### config.mk
export PLATFORM = sky130hd
export DESIGN_NAME = mbox_irq_ctrl
export DESIGN_NICKNAME = d
export VERILOG_FILES = /design/src/rtl/mbox_pkg.sv /design/src/rtl/mbox_port_dec.sv /design/src/rtl/mbox_flags.sv /design/src/rtl/mbox_irq_ctrl.sv
export SDC_FILE = /design/constraint.sdc
export NUM_CORES = 1
export LEC_CHECK = 0
export BUFFER_PORTS_ARGS = -buffer_cell sky130_fd_sc_hd__buf_2
export CORE_AREA = 2 2 39 41
export DETAILED_ROUTE_END_ITERATION = 10
export DIE_AREA = 0 0 41 43
export GPL_TIMING_DRIVEN = 0
export PLACE_DENSITY = 0.44
export SYNTH_ARGS = -nofsm -noshare
export SYNTH_HDL_FRONTEND = slang
export SYNTH_SLANG_ARGS = --single-unit
### constraint.sdc
create_clock -name clk -period 0.8 [get_ports clk]
set_input_delay 0.12 -clock clk [delete_from_list [all_inputs] [get_ports clk]]
set_output_delay 0.12 -clock clk [all_outputs]
set_load 0.05 [all_outputs]
### src/rtl/mbox_pkg.sv
package mbox_pkg;
    parameter int ADDR_W = 11;

    typedef struct packed {
        logic irq_l;
        logic irq_r;
    } flag_s;
endpackage

### src/rtl/mbox_port_dec.sv
module mbox_port_dec #(
    parameter int                ADDR_W   = 11,
    parameter logic [ADDR_W-1:0] OWN_BOX  = '1,
    parameter logic [ADDR_W-1:0] PEER_BOX = '1
) (
    input  logic              ce_n,
    input  logic              we_n,
    input  logic              oe_n,
    input  logic [ADDR_W-1:0] addr,
    output logic              wr_peer,
    output logic              rd_own
);
    logic sel;

    always_comb begin
        sel     = ~ce_n;
        wr_peer = sel & ~we_n & (addr == PEER_BOX);
        rd_own  = sel & ~oe_n & (addr == OWN_BOX);
    end
endmodule

### src/rtl/mbox_flags.sv
module mbox_flags
    import mbox_pkg::*;
(
    input  logic clk,
    input  logic rst_n,
    input  logic mode,
    input  logic set_l,
    input  logic clr_l,
    input  logic set_r,
    input  logic clr_r,
    output logic irq_l_n,
    output logic irq_r_n
);
    flag_s flg_d, flg_q;

    always_comb begin
        flg_d = flg_q;
        if (!mode) begin
            flg_d = '0;
        end else begin
            if (clr_l) flg_d.irq_l = 1'b0;
            if (set_l) flg_d.irq_l = 1'b1;
            if (clr_r) flg_d.irq_r = 1'b0;
            if (set_r) flg_d.irq_r = 1'b1;
        end
    end

    always_ff @(posedge clk or negedge rst_n) begin
        if (!rst_n) flg_q <= '0;
        else        flg_q <= flg_d;
    end

    assign irq_l_n = ~flg_q.irq_l;
    assign irq_r_n = ~flg_q.irq_r;

    p_set_l_r2: assert property (@(posedge clk) disable iff (!rst_n)
        (mode && set_l) |=> !irq_l_n);
    p_set_r_r3: assert property (@(posedge clk) disable iff (!rst_n)
        (mode && set_r) |=> !irq_r_n);
    p_clear_l_r4: assert property (@(posedge clk) disable iff (!rst_n)
        (mode && clr_l && !set_l) |=> irq_l_n);
    p_clear_r_r5: assert property (@(posedge clk) disable iff (!rst_n)
        (mode && clr_r && !set_r) |=> irq_r_n);
    p_hold_l_r8: assert property (@(posedge clk) disable iff (!rst_n)
        (mode && !set_l && !clr_l) |=> $stable(irq_l_n));
    p_hold_r_r8: assert property (@(posedge clk) disable iff (!rst_n)
        (mode && !set_r && !clr_r) |=> $stable(irq_r_n));
    p_off_r9: assert property (@(posedge clk) disable iff (!rst_n)
        !mode |=> (irq_l_n && irq_r_n));
endmodule

### src/rtl/mbox_irq_ctrl.sv
module mbox_irq_ctrl
    import mbox_pkg::*;
(
    input  logic              clk,
    input  logic              rst_n,
    input  logic              mbox_on,
    input  logic              l_ce_n,
    input  logic              l_we_n,
    input  logic              l_oe_n,
    input  logic [ADDR_W-1:0] l_addr,
    input  logic              r_ce_n,
    input  logic              r_we_n,
    input  logic              r_oe_n,
    input  logic [ADDR_W-1:0] r_addr,
    output logic              irq_l_n,
    output logic              irq_r_n
);
    localparam int                NPORT = 2;
    localparam logic [ADDR_W-1:0] BOX_R = '1;
    localparam logic [ADDR_W-1:0] BOX_L = BOX_R - 1'b1;

    logic [NPORT-1:0] ce_a, we_a, oe_a, wr_peer, rd_own;
    logic [ADDR_W-1:0] addr_a [NPORT];

    assign ce_a      = {r_ce_n, l_ce_n};
    assign we_a      = {r_we_n, l_we_n};
    assign oe_a      = {r_oe_n, l_oe_n};
    assign addr_a[0] = l_addr;
    assign addr_a[1] = r_addr;

    for (genvar p = 0; p < NPORT; p++) begin : g_port
        mbox_port_dec #(
            .ADDR_W  (ADDR_W),
            .OWN_BOX ((p == 0) ? BOX_L : BOX_R),
            .PEER_BOX((p == 0) ? BOX_R : BOX_L)
        ) u_dec (
            .ce_n   (ce_a[p]),
            .we_n   (we_a[p]),
            .oe_n   (oe_a[p]),
            .addr   (addr_a[p]),
            .wr_peer(wr_peer[p]),
            .rd_own (rd_own[p])
        );
    end

    mbox_flags u_flags (
        .clk    (clk),
        .rst_n  (rst_n),
        .mode   (mbox_on),
        .set_l  (wr_peer[1]),
        .clr_l  (rd_own[0]),
        .set_r  (wr_peer[0]),
        .clr_r  (rd_own[1]),
        .irq_l_n(irq_l_n),
        .irq_r_n(irq_r_n)
    );
endmodule

==> summary.txt, run 1 <==
sequential share of power = 24.5%
post-synthesis mux area share = 0%
overflow left after global routing = 0
wire length reported by the detailed router = 634 um
switching power as a share of total power = 20.6%
Skew-Pair Late Insertion Delay = 220 ps
Internal Power = 0.331 mW
hold violation count in the final report = 0
number of buffers inserted by port buffering = 32
pwr dens = 996 mW/mm2
commonest non-fill, non-tap cell in the layout = sky130_fd_sc_hd__buf_2
synthesized-area fraction occupied by adder cells = 0%
fraction of the mapped netlist area in compound gates = 8.76%
number of antenna cells inserted = 0
number of design rule violations left after detail routing = 0
Tightest Pin Transition = 266 ps
iteration count of the initial detailed-routing pass = 1
number of clock sinks = 2
syn nets = 54
largest net degree at the start of global routing = 5
Antenna Violating Nets Remaining = 0
Inserted Clock Buffers = 3
CTS tree = built
post-detailed-route wirelength per cell = 8.23 um
Clock Power Share = 52.4%
outcome = finished with violations
Root Driver = sky130_fd_sc_hd__clkbuf_4
Cell variety after synth = 14
number of placed cells counting well taps = 71
class of the tightest hold or removal check = in -> reg
post-placement cell area = 352 um2
registers with the highest flip-flop counts = u_flags.flg_q (2)
startpoint types = flop
total negative setup slack = -236 ps
Max Buffers Root-to-Sink = 2
post-layout minimum cycle time = 923 ps
count of final setup violators = 2
full die area = 0.00176 mm2
Max Cap Viol = 0
share of final-layout standard cells stronger than drive strength 1 = 63.9%
wire length of the first global-routing pass = 966 um
netlist area before placement = 171 um2
number of max-slew violations in the final report = 0
post-synth top area share = 29.2%
Post-Syn Area per Cell = 7.45 um2
worst setup margin = -123 ps
total track usage = 8.11%
failing checks = negative setup slack
FMAX = 1.08 GHz
unrepaired setup endpoints after global routing = yes
post-route cell area = 418 um2
Worst Path Required = 680 ps
synthesis-stage register bit count = 2
portion of the post-synthesis area used by sequential elements = 29.2%
worst supply voltage drop on vdd = 0.213 mV
leakage power = 0.205 nW
net total in the final layout = 94
synthesis warning total = 0
worst setup path class = reg -> out
Max-slew headroom = 82.1%
area leader, netlist = sky130_fd_sc_hd__dfrtp_1
antenna violations before repair = 0
Iter 0 DRT Violations = 0
number of placed I/O pins = 33
Critical Path Fanout Max = 2
count of standard-cell rows = 14
relative contribution of combinational cells to total power = 23.1%
final worst path period share = 115%
Largest register FFs = 2
final non-filler cell total = 77
die width = 41 um
maximum level of the CTS H-tree = 1
data arrival time at the worst-slack endpoint = 800 ps
Vias/cell = 3.99
Gate Count Post-Synth = 23
Die Y-Extent = 43 um
commonest cells after routing, fill and taps aside = 30 x sky130_fd_sc_hd__buf_2, 4 x sky130_fd_sc_hd__nand4_1, 3 x sky130_fd_sc_hd__nand2_1, 3 x sky130_fd_sc_hd__clkbuf_4
fraction of the mapped netlist area in simple logic gates = 57.7%
top cells by area, synth = sky130_fd_sc_hd__dfrtp_1 29%, sky130_fd_sc_hd__nand4_1 15%, sky130_fd_sc_hd__nor4_1 11%
NetSw = 0.0856 mW
combinational family with the most area after synthesis = simple AND/OR/NAND/NOR gates
register clock-pin slew on the reported worst setup and hold paths = 30 ps
synthesized-area fraction occupied by xor and xnor cells = 0%
area of the core = 0.00138 mm2
worst-case clock skew = 0 ps
routability congestion estimate from global placement = 0.597
via count of the first global-routing pass = 294
register ranked first by flip-flop count = u_flags.flg_q
count of vias placed by the detailed router = 307
Starting Density = 12.4%
endpoint class of the critical path = output pin
Layout area overhead = 144%
-- power by group through the flow --
stage | registers, mW | clock network (mW) | logic, mW
2_1_floorplan | 0.103 | 0 | 0.0152
3_3_place_gp | 0.103 | 0 | 0.0906
3_5_place_dp | 0.103 | 0 | 0.0923
4_1_cts | 0.102 | 0.238 | 0.0959
5_1_grt | 0.102 | 0.231 | 0.109
6_report | 0.102 | 0.218 | 0.0961
-- logic make-up (layout without fill, tap and decap cells) --
family	count (synthesis)	count (layout)
simple gates	17	17
compound gates	2	2
flops	2	2
buf+inv	2	40
-- Yosys cell counts --
cell	n
sky130_fd_sc_hd__inv_1	2
sky130_fd_sc_hd__nand4b_1	1
sky130_fd_sc_hd__nand3_1	1
sky130_fd_sc_hd__nor2_1	1
sky130_fd_sc_hd__or2_2	1
sky130_fd_sc_hd__nor4_1	3
sky130_fd_sc_hd__dfrtp_1	2
sky130_fd_sc_hd__o22ai_1	1
sky130_fd_sc_hd__nand2b_1	1
sky130_fd_sc_hd__or3_1	1
sky130_fd_sc_hd__o2bb2ai_1	1
sky130_fd_sc_hd__nand4_1	4
sky130_fd_sc_hd__nand2_1	3
sky130_fd_sc_hd__nand3b_1	1
-- timing repair --
| action | in CTS | in global routing |
|---|---|---|
| hold buffers | 1 | 0 |
| buffers inserted | 2 | 0 |
| setup endpoints to repair | 2 | 3 |
| gates resized for setup | 4 | 1 |
| endpoints found under the hold margin | 2 | 0 |
-- metal layers --
metal | part of all wire [%] | vias to the layer above | global-route usage [%]
met2 | 53 | 14 | 12.5
met4 | 0 | 0 | 8.00
met5 | 0 | - | 0
met3 | 6.5 | 0 | 0
li1 | - | 167 | -
met1 | 40 | 126 | 9.24
-- path summary, 6_finish.rpt --
kind	from	end	slack, ps	depth (start not counted)
max in group asynchronous	rst_n	u_flags.flg_q[0]	490	2
worst max-delay path	u_flags.flg_q[1]	irq_l_n	-120	2
worst min register to register	u_flags.flg_q[0]	u_flags.flg_q[0]	640	3
min in group asynchronous	rst_n	u_flags.flg_q[1]	220	2
worst max register to register	u_flags.flg_q[1]	u_flags.flg_q[1]	50	3
worst min-delay path	mbox_on	u_flags.flg_q[0]	160	2
-- critical path, stage by stage, from the launching register on --
cell and delay, ps:
sky130_fd_sc_hd__dfrtp_1 360, sky130_fd_sc_hd__inv_1 70, sky130_fd_sc_hd__buf_6 150
-- through the flow --
stage          util (%)  total power [mW]  worst slack [ps]  hold WS (ps)
2_1_floorplan         -             0.118              16.6          -176
3_3_place_gp       25.4             0.194              -192         -92.5
3_5_place_dp       25.4             0.195              -187         -91.7
4_1_cts            29.7             0.436              -133           146
5_1_grt            30.2             0.442              -147           182
6_report           30.2             0.416              -123           165
-- cell type report --
| type | instances | area [um2] |
|---|---|---|
| inverter | 2 | 7.51 |
| tap | 16 | 20.0 |
| clock buffer | 3 | 22.5 |
| fill | 153 | 966 |
| multi-input combinational | 19 | 120 |
| timing repair buffer | 35 | 198 |
| sequential | 2 | 50.0 |
Power figures use the tool's default switching activity.
==> run 2: changes to the inputs <==
--- a/config.mk
+++ b/config.mk
@@ -5,12 +5,13 @@
 export SDC_FILE = /design/constraint.sdc
 export NUM_CORES = 1
 export LEC_CHECK = 0
+export ABC_AREA = 1
 export BUFFER_PORTS_ARGS = -buffer_cell sky130_fd_sc_hd__buf_2
 export CORE_AREA = 2 2 39 41
 export DETAILED_ROUTE_END_ITERATION = 10
 export DIE_AREA = 0 0 41 43
 export GPL_TIMING_DRIVEN = 0
-export PLACE_DENSITY = 0.44
+export PLACE_DENSITY = 0.5
 export SYNTH_ARGS = -nofsm -noshare
 export SYNTH_HDL_FRONTEND = slang
 export SYNTH_SLANG_ARGS = --single-unit
==> summary.txt, run 2 <==
overflow left after global routing = 0 (unchanged)
Layout area overhead = 109%
number of max-slew violations in the final report = 0 (unchanged)
Antenna Violating Nets Remaining = 0 (unchanged)
count of final setup violators = 3 (+1)
count of standard-cell rows = 14 (unchanged)
Setup WS pre-CTS = 24.7 ps (+211 ps)
Clock Power Share = 50.4% (-2.0 points)
most frequent cell after synthesis = sky130_fd_sc_hd__nand2_1
endpoint class of the critical path = output pin
Die Y-Extent = 43 um (unchanged)
Inserted Clock Buffers = 3 (unchanged)
netlist area before placement = 236 um2 (+38%)
post-route total power = 0.432 mW (+3.6%)
number of clock sinks = 2 (unchanged)
Internal Power = 0.336 mW (+1.5%)
Tightest Pin Transition = 106 ps (-159 ps)
antenna violations before repair = 0 (unchanged)
wire length of the first global-routing pass = 979 um (+1.3%)
syn nets = 76 (+41%)
Gate Count Post-Synth = 45 (+96%)
Largest register FFs = 2 (unchanged)
share of final-layout standard cells stronger than drive strength 1 = 57.1% (-6.8 points)
switching power as a share of total power = 22.2% (+1.6 points)
Post-Syn Area per Cell = 5.26 um2 (-29%)
Root Driver = sky130_fd_sc_hd__clkbuf_4
outcome = finished with violations
wire length reported by the detailed router = 648 um (+2.2%)
register clock-pin slew on the reported worst setup and hold paths = 30 ps (about the same)
async set-or-reset flop fraction in the synthesized netlist = 100% (unchanged)
largest net degree at the start of global routing = 3 (-2)
synthesis warning total = 0 (unchanged)
worst supply voltage drop on vdd = 0.217 mV (+1.9%)
filler cell count in the final layout = 166 (+8.5%)
register ranked first by flip-flop count = u_flags.flg_q
number of design rule violations left after detail routing = 0 (unchanged)
total negative setup slack = -256 ps (-19.6 ps)
Vias/cell = 3.81 (-4.4%)
list of most frequent post-synthesis cells = 16 x sky130_fd_sc_hd__nand2_1, 9 x sky130_fd_sc_hd__nor2_1, 7 x sky130_fd_sc_hd__inv_1
Max-slew headroom = 92.9% (+11 points)
maximum level of the CTS H-tree = 1 (unchanged)
area leader, netlist = sky130_fd_sc_hd__nand2_1
unrepaired setup endpoints after global routing = yes
final worst path period share = 114% (-1.4 points)
DP HPWL = 551 um
sequential share of power = 23.6% (-0.9 points)
CTS tree = built
slowest stage delay, CP = 370 ps (about the same)
worst-case clock skew = 0 ps (unchanged)
die width = 41 um (unchanged)
Starting Density = 17.1% (+4.7 points)
Skew-Pair Late Insertion Delay = 220 ps (about the same)
number of antenna cells inserted = 0 (unchanged)
registers with the highest flip-flop counts = u_flags.flg_q (2)
Max Cap Viol = 0 (unchanged)
full die area = 0.00176 mm2 (unchanged)
count of vias placed by the detailed router = 381 (+24%)
fraction of the core area covered by cells at the end of the flow = 35.7% (+5.5 points)
critical-path cell list = inv_2, buf_8
number of placed cells counting well taps = 93 (+31%)
top cells by area, synth = sky130_fd_sc_hd__nand2_1 25%, sky130_fd_sc_hd__dfrtp_1 21%, sky130_fd_sc_hd__nor2_1 14%
kind of cell adding the most delay to the critical path = flip-flops
data arrival time at the worst-slack endpoint = 790 ps (about the same)
portion of the post-synthesis area used by sequential elements = 21.2% (-8.0 points)
area of the core = 0.00138 mm2 (unchanged)
worst setup path class = reg -> out
commonest cells after routing, fill and taps aside = 30 x sky130_fd_sc_hd__buf_2, 15 x sky130_fd_sc_hd__nand2_1, 9 x sky130_fd_sc_hd__nor2_1
relative contribution of combinational cells to total power = 25.9% (+2.8 points)
startpoint types = flop
pwr dens = 873 mW/mm2 (-12%)
Max Buffers Root-to-Sink = 2 (unchanged)
FMAX = 1.10 GHz (+1.2%)
via count of the first global-routing pass = 306 (+4.1%)
leakage power = 0.285 nW (+39%)
hold violation count in the final report = 0 (unchanged)
commonest non-fill, non-tap cell in the layout = sky130_fd_sc_hd__buf_2
critical path buffer and inverter count = 2 (unchanged)
post-detailed-route wirelength per cell = 6.48 um (-21%)
Critical Path Fanout Max = 2 (unchanged)
Iter 0 DRT Violations = 2 (+2)
failing checks = negative setup slack
count of flip-flops with a built-in enable after synthesis = 0 (unchanged)
net total in the final layout = 117 (+24%)
iteration count of the initial detailed-routing pass = 3 (+2)
class of the tightest hold or removal check = in -> reg
post-synth top area share = 25.4% (-3.8 points)
number of placed I/O pins = 33 (unchanged)
Max stage delay cell, worst path = sky130_fd_sc_hd__dfrtp_1
total track usage = 8.31% (+0.20 points)
NetSw = 0.0959 mW (+12%)
number of buffers inserted by port buffering = 32 (unchanged)
routability congestion estimate from global placement = 0.558 (-6.5%)
post-layout minimum cycle time = 912 ps (-11.1 ps)
worst setup margin = -112 ps (+11.1 ps)
most common flop cell mapped by yosys = sky130_fd_sc_hd__dfrtp_1
Cell variety after synth = 10 (-4)
Worst Path Required = 680 ps (about the same)
synthesis-stage register bit count = 2 (unchanged)
final non-filler cell total = 100 (+30%)
## run 2: cell families after synthesis
group / share of synthesized area [%]
AO/OA/AOI/OAI: 7.41
flip-flops: 21.2
AND/OR/NAND/NOR: 57.1
buffers and inverters: 14.3
## run 2: worst min-delay path: cells and delay by family
family | cells | cell delay, ps
buffers and inverters | 2 | 130
AOI/OAI and AO/OA | 1 | 90
## run 2: final timing paths
kind                                   from               end  slack (ps)  cells past startpoint
setup / recovery           u_flags.flg_q[1]           irq_l_n        -110                      2
hold / removal                      mbox_on  u_flags.flg_q[1]         160                      3
setup reg to reg           u_flags.flg_q[0]  u_flags.flg_q[0]         -30                      4
hold reg to reg            u_flags.flg_q[1]  u_flags.flg_q[1]         650                      3
max in group asynchronous             rst_n  u_flags.flg_q[0]         480                      2
min in group asynchronous             rst_n  u_flags.flg_q[1]         220                      2
## run 2: timing repair
item | in CTS | in global routing
setup buffers | 2 | 1
gates resized for setup | 4 | 5
hold endpoints to repair | 2 | 0
setup endpoints to repair | 2 | 2
pin swaps | 0 | 1
gates cloned | 0 | 0
hold buffers | 1 | 0
## run 2: power groups by stage
stage,combinational [mW],sequential [mW],clock (mW)
6_report,0.112,0.102,0.218
2_1_floorplan,0.0323,0.103,0
5_1_grt,0.128,0.102,0.242
3_5_place_dp,0.110,0.103,0
3_3_place_gp,0.108,0.103,0
4_1_cts,0.113,0.102,0.235
## run 2: layout make-up
| cell class | count | area [um2] | area share, % |
|---|---|---|---|
| Timing Repair Buffer | 36 | 213 | 43.0 |
| Tap cell | 16 | 20.0 | 4.05 |
| Clock buffer | 3 | 22.5 | 4.56 |
| Inverter | 9 | 33.8 | 6.84 |
| Multi-Input combinational cell | 34 | 155 | 31.4 |
| Sequential cell | 2 | 50.0 | 10.1 |
## run 2: metal layers
metal	vias up	share of wire, %	global-route usage, %	routed length, um
li1	212	-	-	-
met2	21	53	13.1	343
met5	-	0	0	0
met1	148	37	8.28	241
met3	0	9.6	1.57	62
met4	0	0	8.00	0
## run 2: through the flow
stage | instance area, um2 | hold WS [ps]
finish | 494 | 160
global route | 494 | 156
CTS | 477 | 154
detailed placement | 417 | -92.5
global placement | 417 | -93.0
floorplan | 236 | -176
==> run 3: changes to the inputs <==
--- a/config.mk
+++ b/config.mk
@@ -12,6 +12,7 @@
 export DIE_AREA = 0 0 41 43
 export GPL_TIMING_DRIVEN = 0
 export PLACE_DENSITY = 0.5
+export RECOVER_POWER = 25
 export SYNTH_ARGS = -nofsm -noshare
 export SYNTH_HDL_FRONTEND = slang
 export SYNTH_SLANG_ARGS = --single-unit
==> summary.txt, run 3 (synthesis gave the netlist of run 2 again) <==
outcome = finished with violations
failing checks = negative setup slack
total track usage = 8.31% (unchanged)
Starting Density = 17.1% (unchanged)
tightest hold margin = 160 ps (unchanged)
crit path from = u_flags.flg_q[0]
data arrival time at the worst-slack endpoint = 790 ps (about the same)
register ranked first by flip-flop count = u_flags.flg_q
Worst Path Required = 680 ps (about the same)
pwr dens = 874 mW/mm2 (about the same)
critical path buffer and inverter count = 2 (unchanged)
number of placed I/O pins = 33 (unchanged)
registers with the highest flip-flop counts = u_flags.flg_q (2)
worst-case clock skew = 0 ps (unchanged)
slowest stage delay, CP = 370 ps (about the same)
Max-slew headroom = 92.4% (-0.54 points)
wire length reported by the detailed router = 646 um (-0.31%)
Layout area overhead = 108%
iteration count of the initial detailed-routing pass = 3 (unchanged)
number of antenna cells inserted = 0 (unchanged)
endpoint class of the critical path = output pin
startpoint types = flop
Skew-Pair Late Insertion Delay = 220 ps (about the same)
share of final-layout standard cells stronger than drive strength 1 = 56.0% (-1.2 points)
wire length of the first global-routing pass = 979 um (unchanged)
commonest cells after routing, fill and taps aside = 29 x sky130_fd_sc_hd__buf_2, 15 x sky130_fd_sc_hd__nand2_1, 9 x sky130_fd_sc_hd__nor2_1
Max Cap Viol = 0 (unchanged)
Antenna Violating Nets Remaining = 0 (unchanged)
Die Y-Extent = 43 um (unchanged)
crit path to = irq_r_n
filler cell count in the final layout = 167 (+0.60%)
commonest non-fill, non-tap cell in the layout = sky130_fd_sc_hd__buf_2
hold path start = mbox_on
full die area = 0.00176 mm2 (unchanged)
Iter 0 DRT Violations = 2 (unchanged)
final worst path period share = 114% (about the same)
DP HPWL = 551 um (unchanged)
Max Buffers Root-to-Sink = 2 (unchanged)
Root Driver = sky130_fd_sc_hd__clkbuf_4
antenna violations before repair = 0 (unchanged)
leakage power = 0.283 nW (-0.96%)
maximum level of the CTS H-tree = 1 (unchanged)
routability congestion estimate from global placement = 0.558 (unchanged)
critical-path cell list = inv_2, buf_8
class of the tightest hold or removal check = in -> reg
die width = 41 um (unchanged)
count of standard-cell rows = 14 (unchanged)
Vias/cell = 3.81 (unchanged)
Max stage delay cell, worst path = sky130_fd_sc_hd__dfrtp_1
number of clock sinks = 2 (unchanged)
number of design rule violations left after detail routing = 0 (unchanged)
number of buffers inserted by port buffering = 32 (unchanged)
Inserted Clock Buffers = 3 (unchanged)
unrepaired setup endpoints after global routing = yes
hold violation count in the final report = 0 (unchanged)
Critical R2R Launch = u_flags.flg_q[0]
worst supply voltage drop on vdd = 0.217 mV (about the same)
post-layout minimum cycle time = 912 ps (-0.0510 ps)
length in cells of the worst reg-to-reg path = 4 (unchanged)
area of the core = 0.00138 mm2 (unchanged)
register clock-pin slew on the reported worst setup and hold paths = 30 ps (about the same)
post-detailed-route wirelength per cell = 6.46 um (-0.31%)
worst setup margin = -112 ps (+0.0510 ps)
CTS tree = built
worst r2r dst = u_flags.flg_q[0]
kind of cell adding the most delay to the critical path = flip-flops
net total in the final layout = 117 (unchanged)
Worst R2R Setup Slack = -30 ps (about the same)
fraction of the core area covered by cells at the end of the flow = 35.6% (-0.090 points)
count of final setup violators = 3 (unchanged)
overflow left after global routing = 0 (unchanged)
largest net degree at the start of global routing = 3 (unchanged)
Worst path depth = 2 (unchanged)
FMAX = 1.10 GHz (about the same)
via count of the first global-routing pass = 306 (unchanged)
count of vias placed by the detailed router = 381 (unchanged)
worst setup path class = reg -> out
Largest register FFs = 2 (unchanged)
Tightest Pin Transition = 115 ps (+8.20 ps)
number of max-slew violations in the final report = 0 (unchanged)
Critical Path Fanout Max = 2 (unchanged)
-- run 3: cell count changes in the layout (fill, tap and decap cells not counted), sizes merged --
cell | before | now
buf | 35 | 34
clkbuf | 3 | 4
-- run 3: repair_timing --
item | in CTS | in global routing
hold buffers | 1 | 0
resized for setup | 4 | 5
setup buffers | 2 | 1
endpoints found under the setup margin | 2 | 2
hold endpoints to repair | 2 | 0
pin swaps | 0 | 1
-- run 3: layout make-up --
class,count,area (um2),share of cell area (%)
Timing Repair Buffer,36,211,42.9
Multi-Input combinational cell,34,155,31.5
Sequential cell,2,50.0,10.2
Inverter,9,33.8,6.85
Clock buffer,3,22.5,4.57
Tap cell,16,20.0,4.06
-- run 3: how the worst min path moves through the flow --
stage / slack (ps) / depth (start not counted) / to
4_1_cts: 150 / 3 / u_flags.flg_q[0]
3_5_place_dp: -90 / 1 / u_flags.flg_q[1]
5_1_grt: 160 / 3 / u_flags.flg_q[1]
2_1_floorplan: -180 / 0 / u_flags.flg_q[0]
3_3_place_gp: -90 / 1 / u_flags.flg_q[1]
6_report: 160 / 3 / u_flags.flg_q[1]
-- run 3: per-stage QoR --
stage	total power, mW	std cells	setup TNS [ps]	setup WS [ps]	cell area (um2)
final	0.431	100	-255	-112	493
after global routing	0.471	100	-363	-156	493
after CTS	0.450	99	-252	-126	477
after detailed placement	0.213	93	0	24.7	417
after global placement	0.211	93	0	26.2	417
after floorplan	0.135	45	0	16.6	236
-- run 3: worst reg2reg max path, cell delays in order, from the launching register on --
cell and delay, ps:
sky130_fd_sc_hd__dfrtp_1 370, sky130_fd_sc_hd__buf_4 130, sky130_fd_sc_hd__buf_4 120, sky130_fd_sc_hd__nand2_2 50, sky130_fd_sc_hd__a21oi_2 40
-- run 3: power breakdown --
group          internal (mW)  total, mW  leakage, nW  switching [mW]
combinational         0.0679      0.111        0.241          0.0433
sequential             0.102      0.102       0.0280       0.0000118
clock                  0.165      0.218       0.0138          0.0525
total                  0.335      0.431        0.283          0.0959
-- run 3: metal layers --
metal	global-route usage, %	up-vias	part of all wire (%)
met5	0	-	0
met4	8.00	0	0
met3	1.57	0	9.6
met2	13.1	21	53
met1	8.28	148	37
li1	-	212	-
